==> config.mk <==
export PLATFORM = sky130hd
export DESIGN_NAME = i2c_xor_key
export DESIGN_NICKNAME = d
export VERILOG_FILES = /design/src/rtl/i2c_key_pkg.sv /design/src/rtl/i2c_key_sync.sv /design/src/rtl/i2c_key_regs.sv /design/src/rtl/i2c_key_engine.sv /design/src/rtl/i2c_xor_key.sv
export SDC_FILE = /design/constraint.sdc
export NUM_CORES = 1
export LEC_CHECK = 0
export BUFFER_PORTS_ARGS = -buffer_cell sky130_fd_sc_hd__buf_2
export CAP_MARGIN = 30
export CORE_MARGIN = 1.5
export CORE_UTILIZATION = 50
export CTS_BUF_LIST = sky130_fd_sc_hd__clkbuf_4 sky130_fd_sc_hd__clkbuf_8
export DETAILED_ROUTE_END_ITERATION = 10
export GPL_ROUTABILITY_DRIVEN = 0
export PLACE_DENSITY = 0.66
export SYNTH_ARGS = -nofsm -noshare
export SYNTH_HDL_FRONTEND = slang
export SYNTH_HIERARCHICAL = 1
export SYNTH_SLANG_ARGS = --single-unit
==> constraint.sdc <==
create_clock -name clk -period 3.32 [get_ports clk]
set_clock_uncertainty 0.15 [all_clocks]
set_input_delay 0.664 -clock clk [delete_from_list [all_inputs] [get_ports clk]]
set_output_delay 0.664 -clock clk [all_outputs]
set_load 0.02 [all_outputs]
==> src/rtl/i2c_key_pkg.sv <==
package i2c_key_pkg;

  // Bus engine phases
  typedef enum logic [2:0] {
    ST_IDLE,
    ST_ADDR,
    ST_ADDR_ACK,
    ST_WR,
    ST_WR_ACK,
    ST_RD,
    ST_RD_ACK
  } key_state_e;

  // Register pointer values the host relies on
  localparam logic [7:0] PTR_DIR    = 8'h01;
  localparam logic [7:0] PTR_RESULT = 8'h12;
  localparam logic [7:0] PTR_CHAL   = 8'h13;

endpackage

==> src/rtl/i2c_key_sync.sv <==
module i2c_key_sync #(
  parameter int STAGES = 2,
  parameter int LINES  = 2
) (
  input  logic             clk,
  input  logic             rst_n,
  input  logic [LINES-1:0] raw_i,
  output logic [LINES-1:0] sync_o,
  output logic [LINES-1:0] prev_o
);

  // one synchronizer chain plus an edge-history flop per bus line
  for (genvar g = 0; g < LINES; g++) begin : g_line
    logic [STAGES-1:0] pipe_q;
    logic              hist_q;

    always_ff @(posedge clk or negedge rst_n) begin
      if (!rst_n) begin
        pipe_q <= '1;
        hist_q <= 1'b1;
      end else begin
        pipe_q <= {pipe_q[STAGES-2:0], raw_i[g]};
        hist_q <= pipe_q[STAGES-1];
      end
    end

    assign sync_o[g] = pipe_q[STAGES-1];
    assign prev_o[g] = hist_q;
  end

endmodule

==> src/rtl/i2c_key_regs.sv <==
module i2c_key_regs
  import i2c_key_pkg::*;
#(
  parameter int DATA_W = 8
) (
  input  logic              clk,
  input  logic              rst_n,
  input  logic              wr_en,
  input  logic [DATA_W-1:0] ptr,
  input  logic [DATA_W-1:0] wr_data,
  output logic [DATA_W-1:0] rd_data,
  output logic [DATA_W-1:0] dir,
  output logic [DATA_W-1:0] chal
);

  localparam int NIB_W = DATA_W / 2;

  logic              dir_en;
  logic              chal_en;
  logic [DATA_W-1:0] xor_res;

  assign dir_en  = wr_en && (ptr == DATA_W'(PTR_DIR));
  assign chal_en = wr_en && (ptr == DATA_W'(PTR_CHAL));

  always_ff @(posedge clk or negedge rst_n) begin
    if (!rst_n) begin
      dir  <= '1;
      chal <= '0;
    end else begin
      if (dir_en)  dir  <= wr_data;
      if (chal_en) chal <= wr_data;
    end
  end

  // response: operand XOR, bits gated by the port direction
  assign xor_res = {{(DATA_W-NIB_W){1'b0}},
                    chal[DATA_W-1:NIB_W] ^ chal[NIB_W-1:0]};

  always_comb begin
    if (ptr == DATA_W'(PTR_DIR))         rd_data = dir;
    else if (ptr == DATA_W'(PTR_CHAL))   rd_data = chal;
    else if (ptr == DATA_W'(PTR_RESULT)) rd_data = xor_res & ~dir;
    else                                 rd_data = '0;
  end

endmodule

==> src/rtl/i2c_key_engine.sv <==
module i2c_key_engine
  import i2c_key_pkg::*;
#(
  parameter logic [6:0] DEV_ADDR = 7'h20,
  parameter int         DATA_W   = 8
) (
  input  logic              clk,
  input  logic              rst_n,
  input  logic              scl_s,
  input  logic              sda_s,
  input  logic              scl_p,
  input  logic              sda_p,
  input  logic [DATA_W-1:0] rd_data,
  output logic              wr_en,
  output logic [DATA_W-1:0] wr_data,
  output logic [DATA_W-1:0] ptr,
  output logic              sda_pull
);

  localparam int CNT_W  = $clog2(DATA_W + 1);
  localparam int ADDR_W = 7;

  key_state_e        st_q, st_d;
  logic [CNT_W-1:0]  cnt_q, cnt_d;
  logic [DATA_W-1:0] sh_q, sh_d;
  logic [DATA_W-1:0] ptr_q, ptr_d;
  logic              rw_q, rw_d;
  logic              first_q, first_d;
  logic              mack_q, mack_d;
  logic              pull_q, pull_d;

  logic start_ev, stop_ev, scl_rise, scl_fall, byte_end;

  assign start_ev = scl_s && scl_p && sda_p && !sda_s;
  assign stop_ev  = scl_s && scl_p && !sda_p && sda_s;
  assign scl_rise = scl_s && !scl_p;
  assign scl_fall = !scl_s && scl_p;
  assign byte_end = scl_fall && (cnt_q == CNT_W'(DATA_W));

  always_comb begin
    st_d    = st_q;
    cnt_d   = cnt_q;
    sh_d    = sh_q;
    ptr_d   = ptr_q;
    rw_d    = rw_q;
    first_d = first_q;
    mack_d  = mack_q;
    pull_d  = pull_q;
    wr_en   = 1'b0;
    if (start_ev) begin
      st_d   = ST_ADDR;
      cnt_d  = '0;
      pull_d = 1'b0;
    end else if (stop_ev) begin
      st_d   = ST_IDLE;
      pull_d = 1'b0;
    end else begin
      case (st_q)
        ST_ADDR, ST_WR: begin
          if (scl_rise) begin
            sh_d  = {sh_q[DATA_W-2:0], sda_s};
            cnt_d = cnt_q + 1'b1;
          end
          if (byte_end) begin
            cnt_d = '0;
            if (st_q == ST_ADDR) begin
              if (sh_q[ADDR_W:1] == DEV_ADDR) begin
                rw_d   = sh_q[0];
                pull_d = 1'b1;
                st_d   = ST_ADDR_ACK;
              end else begin
                st_d = ST_IDLE;
              end
            end else begin
              pull_d  = 1'b1;
              st_d    = ST_WR_ACK;
              first_d = 1'b0;
              if (first_q) ptr_d = sh_q;
              else         wr_en = 1'b1;
            end
          end
        end
        ST_ADDR_ACK: begin
          if (scl_fall) begin
            cnt_d = '0;
            if (rw_q) begin
              sh_d   = rd_data;
              pull_d = ~rd_data[DATA_W-1];
              st_d   = ST_RD;
            end else begin
              pull_d  = 1'b0;
              first_d = 1'b1;
              st_d    = ST_WR;
            end
          end
        end
        ST_WR_ACK: begin
          if (scl_fall) begin
            pull_d = 1'b0;
            st_d   = ST_WR;
          end
        end
        ST_RD: begin
          if (scl_rise) cnt_d = cnt_q + 1'b1;
          if (byte_end) begin
            pull_d = 1'b0;
            cnt_d  = '0;
            st_d   = ST_RD_ACK;
          end else if (scl_fall) begin
            sh_d   = {sh_q[DATA_W-2:0], 1'b1};
            pull_d = ~sh_q[DATA_W-2];
          end
        end
        ST_RD_ACK: begin
          if (scl_rise) mack_d = ~sda_s;
          if (scl_fall) begin
            if (mack_q) begin
              sh_d   = rd_data;
              pull_d = ~rd_data[DATA_W-1];
              st_d   = ST_RD;
            end else begin
              st_d = ST_IDLE;
            end
          end
        end
        default: st_d = ST_IDLE;
      endcase
    end
  end

  always_ff @(posedge clk or negedge rst_n) begin
    if (!rst_n) begin
      st_q    <= ST_IDLE;
      cnt_q   <= '0;
      sh_q    <= '0;
      ptr_q   <= '0;
      rw_q    <= 1'b0;
      first_q <= 1'b0;
      mack_q  <= 1'b0;
      pull_q  <= 1'b0;
    end else begin
      st_q    <= st_d;
      cnt_q   <= cnt_d;
      sh_q    <= sh_d;
      ptr_q   <= ptr_d;
      rw_q    <= rw_d;
      first_q <= first_d;
      mack_q  <= mack_d;
      pull_q  <= pull_d;
    end
  end

  assign wr_data  = sh_q;
  assign ptr      = ptr_q;
  assign sda_pull = pull_q;

endmodule

==> src/rtl/i2c_xor_key.sv <==
module i2c_xor_key #(
  parameter logic [6:0] DEV_ADDR    = 7'h20,
  parameter int         DATA_W      = 8,
  parameter int         SYNC_STAGES = 2
) (
  input  logic clk,
  input  logic rst_n,
  input  logic scl_i,
  input  logic sda_i,
  output logic sda_pull_o
);

  logic [1:0]        line_s, line_p;
  logic              scl_s, sda_s, scl_p, sda_p;
  logic              wr_en;
  logic [DATA_W-1:0] wr_data, ptr, dir, chal, rd_data;

  i2c_key_sync #(.STAGES(SYNC_STAGES), .LINES(2)) sync_i (
    .clk    (clk),
    .rst_n  (rst_n),
    .raw_i  ({sda_i, scl_i}),
    .sync_o (line_s),
    .prev_o (line_p)
  );

  assign scl_s = line_s[0];
  assign sda_s = line_s[1];
  assign scl_p = line_p[0];
  assign sda_p = line_p[1];

  i2c_key_engine #(.DEV_ADDR(DEV_ADDR), .DATA_W(DATA_W)) eng_i (
    .clk      (clk),
    .rst_n    (rst_n),
    .scl_s    (scl_s),
    .sda_s    (sda_s),
    .scl_p    (scl_p),
    .sda_p    (sda_p),
    .rd_data  (rd_data),
    .wr_en    (wr_en),
    .wr_data  (wr_data),
    .ptr      (ptr),
    .sda_pull (sda_pull_o)
  );

  i2c_key_regs #(.DATA_W(DATA_W)) regs_i (
    .clk     (clk),
    .rst_n   (rst_n),
    .wr_en   (wr_en),
    .ptr     (ptr),
    .wr_data (wr_data),
    .rd_data (rd_data),
    .dir     (dir),
    .chal    (chal)
  );

endmodule

==> metrics.cfg <==
[global_route]
grt_pass1_wl_um=9200
use_met1_pct=30.7
grt_util_met3_pct=4.17
grt_overflow=0
antenna_found_initial=0
groute.usage.overall_pct=19.8
grt_pass1_vias=1761
grt_max_degree=29
busiest_layer=met1
grt_use_met2_pct=27.4

[floorplanning]
core_um2=5170
num_io_pins=5
die_h_um=76.9
start_util_pct=52.7
rows=26
die_area_um2=5910
die_width_um=76.9

[yosys]
synth.largest_area_cell=dfrtp_1
synth_common_cells=35 x dfrtp_1, 25 x mux2_2, 18 x nand2_1, 18 x o21ai_0, 14 x dfstp_2
yosys_most_used_dff=dfrtp_1
synth.area.top_cells=dfrtp_1 32%, dfstp_2 13%, mux2_2 10%, mux2i_1 3.3%, o21ai_0 3.3%
async_flop_share_pct=100
synthCells=248
synth_most_common_cell=dfrtp_1
synth.avg_cell_area_um2=11.0
synth-edff-count=0
synth_cell_types=53
ys_seq_elements=49
netlist.area_leader.share_pct=32.1
yosysWarnings=6
synth_nets=254
ys_seq_area_share_pct=45.6
synth_area_um2=2730

[detailed_routing]
drc=0
firstDrtPassIters=4
viasPerCell=5.76
vias=1839
ant_nets=0
drt_iter0_markers=164
routedWlPerCell_um=16.6
wl_um=5290

[sta]
period_needed_ns=2.55
rsz0062_at_grt=false
finalHoldViolCount=0
setup_viol=0
max_slew.worst_pin.slew_ns=0.644
min_period_over_period_pct=76.8
final_max_slew_viol_count=0
final.setup.tns_ns=0
fmax_mhz=392
slew_headroom_pct=57.0

[power_and_ir_drop]
ir_drop_uv=314
sequentialPowerShare_pct=55.2
p_comb_share_pct=19.7
power_switching_share_pct=33.6
p_int_mw=0.959
p_leak_nw=1.25
clkPwrFrac_pct=25.1
power_density_nw_per_um2=507
p_switching_mw=0.485
total_power_mw=1.44

[setup_path]
worst_ep_arrival_time_ns=2.59
start_kind=flip-flop
reg2reg_slack_ns=0.77
crit_type=reg -> reg
required_ns=3.36
cp_max_fo=8
endpoint_kind=flip-flop

[clock_tree]
post_cts_buffers=0
cts-resized-gates=0
clock_sinks=49
clockRootBuffer=clkbuf_8
cts_made_buffers=5
cts_tree=built
cts_hold_buf=0
worstSkewPairLatency_ns=0.30
clock_tree.buffer_depth=2
htree_num_levels=2
cts.clk_slew.worst_paths_ns=0.09

[cells_and_area]
drive_gt1_share_pct=30.9
nets=254
diodes=0
syn_to_final_growth_pct=4.36
fill_cells=442

[min_path]
hp-class=reg -> reg

[status]
status=finished clean

[placement]
io_buffer_count=4
place_hpwl_um=3710

[run]
cap_violations=0

[worst paths after layout]
| check | endpoint | depth (start not counted) | startpoint |
|---|---|---|---|
| setup / recovery | regs_i/chal[6] | 5 | sync_i/g_line[0].hist_q |
| max in group asynchronous | sync_i/g_line[1].hist_q | 2 | rst_n |
| setup reg to reg | regs_i/chal[6] | 5 | sync_i/g_line[0].hist_q |
| min in group asynchronous | eng_i/ptr[1] | 1 | rst_n |
| hold / removal | sync_i/g_line[1].pipe_q[1] | 0 | sync_i/g_line[1].pipe_q[0] |
| hold reg to reg | sync_i/g_line[1].pipe_q[1] | 0 | sync_i/g_line[1].pipe_q[0] |
[sequential cells by signal, summed over array words and instances, names as in the netlist, 2 cells and up]
| name | count |
|---|---|
| regs_i/dir | 8 |
| sync_i/g_line.hist_q | 2 |
| eng_i/st_q | 3 |
| eng_i/cnt_q | 4 |
| eng_i/ptr | 8 |
| sync_i/g_line.pipe_q | 4 |
| eng_i/wr_data | 8 |
| regs_i/chal | 8 |
[power groups by stage]
stage                     clock network (mW)  logic, mW  registers [mW]
after floorplan                            0      0.249           0.754
after CTS                              0.377      0.286           0.798
after global placement                     0      0.281           0.807
final                                  0.362      0.285           0.797
after global routing                   0.406      0.327           0.813
after detailed placement                   0      0.284           0.809
[cell type report]
type                    count  area, µm²  share of cell area (%)
clock buffers               6       82.6                    2.90
clock inverters             2       13.8                   0.484
inverters                   5       18.8                   0.659
multi-input cells         180       1360                    47.7
flip-flops and latches     49       1240                    43.7
well taps                  70       87.6                    3.08
repair buffers              7       42.5                    1.49
[cells in the final DEF, fill, tap and decap left out, types with 6 or more instances in the layout]
master	Yosys	final
a211o_1	6	6
mux2_2	25	25
dfstp_2	14	14
nand2b_1	9	9
a21oi_1	12	12
nor2_1	12	12
o21ai_1	8	8
clkbuf_8	0	6
dfrtp_1	35	35
mux2i_1	9	9
o21ai_0	18	18
nand2_1	18	18
[layer usage]
metal	up-vias	wire, µm
met4	0	65
met2	30	2200
met1	897	2800
li1	904	-
met5	-	0
met3	8	220
[through the flow]
step,setup slack [ns],cell area (µm²),cells,hold slack (ns),utilization (%)
after CTS,0.755,2850,319,0.212,55.0
after detailed placement,0.788,2750,311,0.199,53.2
after global routing,0.585,2850,319,0.217,55.0
after floorplan,1.13,2730,248,0.195,-
after global placement,0.846,2750,311,0.196,53.2
final,0.770,2850,319,0.209,55.0
[logic make-up after synthesis]
kind of cell	synth area share, %
adders and majority gates	0.917
muxes	14.0
buffers and inverters	4.63
and+or+nand+nor	20.6
xor gates and xnor gates	0.321
DFF	45.6
AOI/OAI and AO/OA	13.9
[critical path, stage by stage (launching register included)]
cell	delay (ns)
dfstp_2	0.59
nor2b_1	0.43
nand3_1	0.16
nor3_1	0.48
nand4_4	0.27
mux2_2	0.35
Power figures use the tool's default switching activity.
